==> config.mk <==
export PLATFORM = sky130hd
export DESIGN_NAME = sc_boot_hold
export DESIGN_NICKNAME = d
export VERILOG_FILES = /design/src/rtl/sc_boot_pkg.sv /design/src/rtl/sc_evt_qual.sv /design/src/rtl/sc_boot_fsm.sv /design/src/rtl/sc_out_dec.sv /design/src/rtl/sc_boot_hold.sv
export SDC_FILE = /design/constraint.sdc
export NUM_CORES = 1
export LEC_CHECK = 0
export CORE_AREA = 2 2 39 41
export CTS_CLUSTER_SIZE = 24
export DETAILED_ROUTE_END_ITERATION = 16
export DIE_AREA = 0 0 41 43
export SKIP_CTS_REPAIR_TIMING = 1
export SYNTH_ARGS = -nofsm -noshare
export SYNTH_HDL_FRONTEND = slang
export SYNTH_SLANG_ARGS = --single-unit
==> constraint.sdc <==
create_clock -name clk -period 1 [get_ports clk]
set_input_delay 0.15 -clock clk [delete_from_list [all_inputs] [get_ports clk]]
set_output_delay 0.15 -clock clk [all_outputs]
set_load 0.005 [all_outputs]
==> src/rtl/sc_boot_pkg.sv <==
// Package: shared types for the secure second-core boot hold controller.
// Assumes: three core states suffice; encodings are internal only.
package sc_boot_pkg;

    localparam int ST_W = 2;

    typedef enum logic [ST_W-1:0] {
        ST_HELD  = 2'b00,
        ST_RUN   = 2'b01,
        ST_DSTOP = 2'b10
    } core_st_e;

    // Qualified requests seen by the state machine in one cycle.
    typedef struct packed {
        logic boot;     // boot request level
        logic illegal;  // illegal access, already gated by security
        logic wake;     // normal wakeup from deep stop
        logic dstop;    // core asks for deep stop
        logic stby;     // standby wake restart
    } evt_t;

endpackage

==> src/rtl/sc_evt_qual.sv <==
// Module: sc_evt_qual
// Purpose: bundles raw requests and drops illegal-access reports when the
// system is not secure.
// Assumes: all inputs are already synchronous to clk.
module sc_evt_qual
    import sc_boot_pkg::*;
(
    input  logic boot_req,
    input  logic secure_en,
    input  logic illegal_evt,
    input  logic dstop_req,
    input  logic wake_evt,
    input  logic stby_wake,
    output evt_t evt
);

    // Gate the illegal path with security and pack the request set.
    always_comb begin
        evt.boot    = boot_req;
        evt.illegal = illegal_evt & secure_en;
        evt.wake    = wake_evt;
        evt.dstop   = dstop_req;
        evt.stby    = stby_wake;
    end

endmodule

==> src/rtl/sc_boot_fsm.sv <==
// Module: sc_boot_fsm
// Purpose: core state, sticky boot-source flag and start-origin tracking.
// Assumes: synchronous active-low reset; standby wake outranks everything
// except reset; boot/wake outrank illegal access.
module sc_boot_fsm
    import sc_boot_pkg::*;
(
    input  logic     clk,
    input  logic     rst_n,
    input  evt_t     evt,
    output core_st_e state,
    output logic     src_flag
);

    core_st_e st_nxt;
    logic     flag_nxt;
    logic     from_rst_q;   // 1 when the current run began from held
    logic     from_rst_nxt;

    // Next-state selection by current state and request priority.
    always_comb begin
        st_nxt       = state;
        flag_nxt     = src_flag;
        from_rst_nxt = from_rst_q;
        if (evt.stby) begin
            st_nxt       = ST_HELD;
            flag_nxt     = 1'b0;
            from_rst_nxt = 1'b1;
        end else begin
            unique case (state)
                ST_HELD: begin
                    if (evt.boot) begin
                        st_nxt       = ST_RUN;
                        flag_nxt     = 1'b1;
                        from_rst_nxt = 1'b1;
                    end else if (evt.illegal) begin
                        st_nxt       = ST_RUN;
                        flag_nxt     = 1'b0;
                        from_rst_nxt = 1'b1;
                    end
                end
                ST_RUN: begin
                    if (evt.dstop) begin
                        if (!src_flag && from_rst_q) begin
                            st_nxt   = ST_HELD;
                            flag_nxt = 1'b0;
                        end else begin
                            st_nxt = ST_DSTOP;
                        end
                    end
                end
                ST_DSTOP: begin
                    if (evt.wake) begin
                        st_nxt       = ST_RUN;
                        flag_nxt     = 1'b1;
                        from_rst_nxt = 1'b0;
                    end else if (evt.illegal) begin
                        st_nxt       = ST_RUN;
                        flag_nxt     = 1'b0;
                        from_rst_nxt = 1'b0;
                    end
                end
                default: begin
                    st_nxt       = ST_HELD;
                    flag_nxt     = 1'b0;
                    from_rst_nxt = 1'b1;
                end
            endcase
        end
    end

    // State registers with synchronous reset to held.
    always_ff @(posedge clk) begin
        if (!rst_n) begin
            state      <= ST_HELD;
            src_flag   <= 1'b0;
            from_rst_q <= 1'b1;
        end else begin
            state      <= st_nxt;
            src_flag   <= flag_nxt;
            from_rst_q <= from_rst_nxt;
        end
    end

endmodule

==> src/rtl/sc_out_dec.sv <==
// Module: sc_out_dec
// Purpose: turns the core state into reset-hold and clock-run controls.
// Assumes: state comes straight from registers, so outputs are glitch-safe.
module sc_out_dec
    import sc_boot_pkg::*;
(
    input  core_st_e state,
    output logic     hold,
    output logic     clk_en
);

    // One-hot style decode of the two controls.
    always_comb begin
        hold   = (state == ST_HELD);
        clk_en = (state == ST_RUN);
    end

endmodule

==> src/rtl/sc_boot_hold.sv <==
// Module: sc_boot_hold (top)
// Purpose: reset-hold and wake control for a secure second core, with a
// sticky flag telling a boot/wake request apart from an illegal access.
// Assumes: all inputs synchronous to clk; rst_n is synchronous active-low.
module sc_boot_hold
    import sc_boot_pkg::*;
(
    input  logic clk,
    input  logic rst_n,
    input  logic boot_req,
    input  logic secure_en,
    input  logic illegal_evt,
    input  logic dstop_req,
    input  logic wake_evt,
    input  logic stby_wake,
    output logic core_hold,
    output logic core_clk_en,
    output logic boot_src
);

    evt_t     evt;
    core_st_e state;

    sc_evt_qual u_qual (
        .boot_req   (boot_req),
        .secure_en  (secure_en),
        .illegal_evt(illegal_evt),
        .dstop_req  (dstop_req),
        .wake_evt   (wake_evt),
        .stby_wake  (stby_wake),
        .evt        (evt)
    );

    sc_boot_fsm u_fsm (
        .clk     (clk),
        .rst_n   (rst_n),
        .evt     (evt),
        .state   (state),
        .src_flag(boot_src)
    );

    sc_out_dec u_dec (
        .state (state),
        .hold  (core_hold),
        .clk_en(core_clk_en)
    );

endmodule

Word-level counts from Yosys, hierarchy flattened
Index checks and enable logic that the tools add are counted.

Eq/ne operators: 6. Multiplexer cells: 17. Bitwise gates (word level): 3. Reductions and logical operators: 6.

Operator list (count): 2-bit two-way mux (5); 1-bit two-way mux (9); 1-bit one-hot mux with 3 select lines (2); 2-bit one-hot mux with 3 select lines (1); 3-bit by 2-bit != test with 1-bit output, second input constant (1); 3-bit != test, second input constant (1); 3-bit AND reduction (1); 2-bit by 1-bit equality test with 1-bit output, second input constant (1); 2-bit equality test, second input constant (1); 2-bit zero test (1); 2-bit by 1-bit != test with 1-bit output, second input constant (1); 2-bit != test, second input constant (1); 1-bit inverter (2); 2-bit AND reduction (1); 2-bit OR reduction (1); 1-bit AND (1); 1-bit logical AND (1); 1-bit zero test (1).

Register bits: 4. Input port bits: 8. Output and inout bits: 3. Word-level logic and storage cells: 35.

Longest topological paths before layout
Gate-level depths: netlist of the first run.

Depth in word-level cells: 5. Gate-level depth with buffers: 4. Mapped depth without buffers: 3.

Hierarchy
A second synthesis of the first run with hierarchy kept.

Cells, all modules: 31. Area total of the unflattened synthesis: 269.0 um2.

Modules (own cells, without submodules): sc_boot_fsm (instances 1, cells each 24, area each 220.2 um2, sequential area each 80.1 um2); sc_evt_qual (instances 1, cells each 5, area each 36.3 um2, sequential area each 0.0 um2); sc_out_dec (instances 1, cells each 2, area each 12.5 um2, sequential area each 0.0 um2).

Worst setup path before layout of the first run
OpenSTA, ideal clock, no wires.

Path type: reg2reg. From: register u_fsm.state[1]. To: register u_fsm.src_flag. Setup time: 0.120 ns. Arrival time: 0.851 ns. Path slack: 0.029 ns. Stages on the path, launching flop included: 4. Path buffers: 0. Clock period less this slack: 0.971 ns. Cell sequence: dfxtp_1 mux2_2 nand2_1 a21oi_1.

Cells in the longest elaborated chain, start to end: 3. Elaborated cells on any way between the ends: 7. Those cells by class: 4 x eq/ne; 1 x mux; 2 x reduce/logical.

RTL lines: start, declared (line sc_boot_fsm.sv:11) `output core_st_e state,`; start signal, assigned (line sc_boot_fsm.sv:79) `state <= st_nxt;`; 2-bit by 1-bit equality test with 1-bit output (line sc_boot_fsm.sv:30) `unique case (state)`; 2-bit by 1-bit != test with 1-bit output (no source line) or 2-bit != test (tied branches); 2-bit AND reduction (no source line); end signal, assigned (line sc_boot_fsm.sv:80) `src_flag <= flag_nxt;`; end, declared (line sc_boot_fsm.sv:12) `output logic src_flag`.

Several ways; a longest one is shown, not always the timed one. A chain may end at the register's enable or synchronous reset.

Final worst setup path of the first run
From: register u_fsm.state[1]. To: output port core_clk_en.

Cells in the longest elaborated chain, start to end: 1.

RTL lines: 2-bit by 1-bit equality test with 1-bit output (line sc_out_dec.sv:15) `clk_en = (state == ST_RUN);`; end, declared (line sc_boot_hold.sv:17) `output logic core_clk_en,`.

No other way between the ends.

==> results_dict.tcl, run 1 <==
set metrics [dict create \
    outcome "finished, violations left" \
    violations "negative setup slack" \
    drtAntennaViolNets 0 \
    path_max_fanout 3 \
    n_antenna_cell 0 \
    overflow 0 \
    r2r_start "u_fsm.state[1]" \
    die_h_um 43 \
    std_cell_rows 14 \
    hpwl_um 437.2 \
    drc_errors 0 \
    clock.fmax_mhz 947.3 \
    route.vias.total 255 \
    critPathArrivalTime_ns 0.91 \
    cts_tree "built" \
    synth.area.top_cells "dfxtp_1 (37%), a21oi_1 (11%), o211ai_1 (6.9%)" \
    drt_iter0_drc 4 \
    endpoint_kind "output pin" \
    relSlewSlack 0.8667 \
    routed_wl_um 612 \
    ys_seq_area_frac 0.3657 \
    p_per_area_nw_per_um2 1109 \
    fin_crit_ns 1.056 \
    r2r_slack_ns -0.01 \
    irDropWorstVdd_uv 298.6 \
    critPathLaunchType "flip-flop" \
    report.final.slew_viol_count 0 \
    h-tree-depth 1 \
    drive_gt1_frac 0.3556 \
    dieArea_um2 1763 \
    die_w_um 41 \
    cts_buffers 3 \
    hold_class "primary input to flip-flop" \
    final_nets 55 \
    synth_area_um2 219.0 \
    grt_use_total 0.07948 \
    path_clk_slew_ns 0.03 \
    crit_type "flip-flop to output pin" \
    vias_per_cell 4.180 \
    synth-edff-count 0 \
    finalSetupViolations 3 \
    synth.top_cell.area_share 0.3657 \
    holdWs_ns 0.5226 \
    period_share 1.056 \
    grt_pass1_wl_um 841 \
    hold_viol_final 0 \
    synthArstFlopShare 0 \
    dr.pass1.iters 4 \
    io_pins 11 \
    yosysTopAreaCell "dfxtp_1" \
    area_growth_pct 90.29 \
    yosys.cell_types.count 14 \
    rr_endpoint "u_fsm.state[0]" \
    cts_buffer_depth 2 \
    required_ns 0.85 \
    syn-num-nets 36 \
    clk_latency_ns 0.23 \
    antenna_found_initial 0 \
    place_area_um2 371.6 \
    worst_clock_skew_ns 0.002771 \
    synth_commonest_cells "a21oi_1 (5), dfxtp_1 (4), nand2_1 (3)" \
    p_leak_nw 0.1922 \
    avgSynthCellArea_um2 7.820 \
    yosysMostFrequentCell "a21oi_1" \
    clock-sinks 4 \
    gp_congestion 0.6807 \
    grt_pass1_vias 231 \
    final_area_um2 416.7 \
    fin_ws_ns -0.05561 \
    start_util 0.1582 \
    synth_flop_cell "dfxtp_1" \
    design_power_total_mw 0.4623 \
    max_cap_violations 0 \
    grt_max_degree 6 \
    endpoint "core_clk_en" \
    cts_root_buf "clkbuf_4" \
    syn_inst 28 \
    rsz0062_at_grt "true" \
    place_ws_ns -0.1682 \
    ys_seq_elements 4 \
    rr_worst_depth 4 \
    worst_pin_slew_ns 0.1990 \
    wire_per_inst_um 10.03 \
    core_um2 1384 \
    critPathLaunch "u_fsm.state[1]" \
    io_buffers 10 \
    yosys_warnings 0 \
    hp-start "dstop_req" \
]
==> critical path, stage by stage (launching register included) <==
cell	delay (ns)
dfxtp_2	0.34
and2b_2	0.22
clkbuf_2	0.11
==> per-layer routing <==
metal	share of wire	vias up	wire length, um	GRT usage
met5	0	-	0	0
met4	0.011	0	7	0.08000
met3	0.095	2	58	0.04712
met2	0.48	11	295	0.1094
met1	0.41	111	251	0.07443
li1	-	131	-	-
==> cells by family after synthesis <==
group           Yosys count  share of synthesized area
mux                       2                    0.09714
buf+inv                   3                    0.05713
simple gates             11                     0.2572
flops                     4                     0.3657
compound gates            8                     0.2228
==> state kept, by name, indices dropped and copies added, names as in the netlist <==
signal,flops
u_fsm.state,2
u_fsm.from_rst_q,1
u_fsm.src_flag,1
==> per-stage QoR <==
stage          setup TNS (ns)  utilization  cells
4_1_cts                -1.184       0.2848     61
3_3_place_gp          -0.7091       0.2685     58
3_5_place_dp          -0.7142       0.2685     58
5_1_grt               -0.2209       0.3011     61
2_1_floorplan               0            -     28
6_report             -0.07593       0.3011     61
==> cells in the final DEF (no fill, tap or decap) <==
cell type,synthesis,routed
o211ai_1,2,2
clkbuf_2,1,1
buf_4,0,4
clkbuf_4,0,3
mux2_4,0,1
dlymetal6s2s_1,0,2
buf_6,0,1
nand2b_1,2,2
nand2_1,3,2
and2b_2,1,1
mux2i_1,1,1
nand2_2,0,1
clkdlybuf4s50_1,0,7
a2bb2oi_2,0,1
nor2_1,2,2
dfxtp_1,4,2
nor2b_1,1,1
a21oi_2,0,1
inv_1,2,2
nand3_1,2,2
a21oi_1,5,4
dfxtp_2,0,2
==> layout make-up <==
cell class / count / area (um^2)
timing repair buffer: 15 / 141.4
fill: 154 / 967.2
sequential: 4 / 82.58
inverter: 2 / 7.507
clock buffer: 3 / 22.52
multi-input combinational: 21 / 142.6
tap: 16 / 20.02
==> report_power, final <==
part	internal, mW	switching [mW]
combinational	0.0607	0.0346
sequential	0.165	0.00343
clock	0.134	0.0640
==> worst min path at each step <==
stage	endpoint	slack, ns	depth (start not counted)
after detailed placement	u_fsm.from_rst_q	0.57	2
final	u_fsm.state[1]	0.52	3
after global routing	u_fsm.state[1]	0.54	3
after global placement	u_fsm.from_rst_q	0.58	2
after CTS	u_fsm.state[1]	0.53	3
after floorplan	u_fsm.state[1]	0.30	2
Note: power is estimated with default switching activity, not from simulation.
==> run 2, diff against run 1 <==
--- a/config.mk
+++ b/config.mk
@@ -6,6 +6,7 @@
 export NUM_CORES = 1
 export LEC_CHECK = 0
 export CORE_AREA = 2 2 39 41
+export CTS_BUF_LIST = sky130_fd_sc_hd__clkbuf_4 sky130_fd_sc_hd__clkbuf_8
 export CTS_CLUSTER_SIZE = 24
 export DETAILED_ROUTE_END_ITERATION = 16
 export DIE_AREA = 0 0 41 43
==> results of run 2 <==
Same layout as run 1: the final DEF is identical, and so are final timing and power.
==> run 3, diff against run 2 <==
--- a/config.mk
+++ b/config.mk
@@ -7,7 +7,7 @@
 export LEC_CHECK = 0
 export CORE_AREA = 2 2 39 41
 export CTS_BUF_LIST = sky130_fd_sc_hd__clkbuf_4 sky130_fd_sc_hd__clkbuf_8
-export CTS_CLUSTER_SIZE = 24
+export CTS_CLUSTER_SIZE = 14
 export DETAILED_ROUTE_END_ITERATION = 16
 export DIE_AREA = 0 0 41 43
 export SKIP_CTS_REPAIR_TIMING = 1
==> results of run 3 <==
Same layout as run 1: the final DEF is identical, and so are final timing and power.
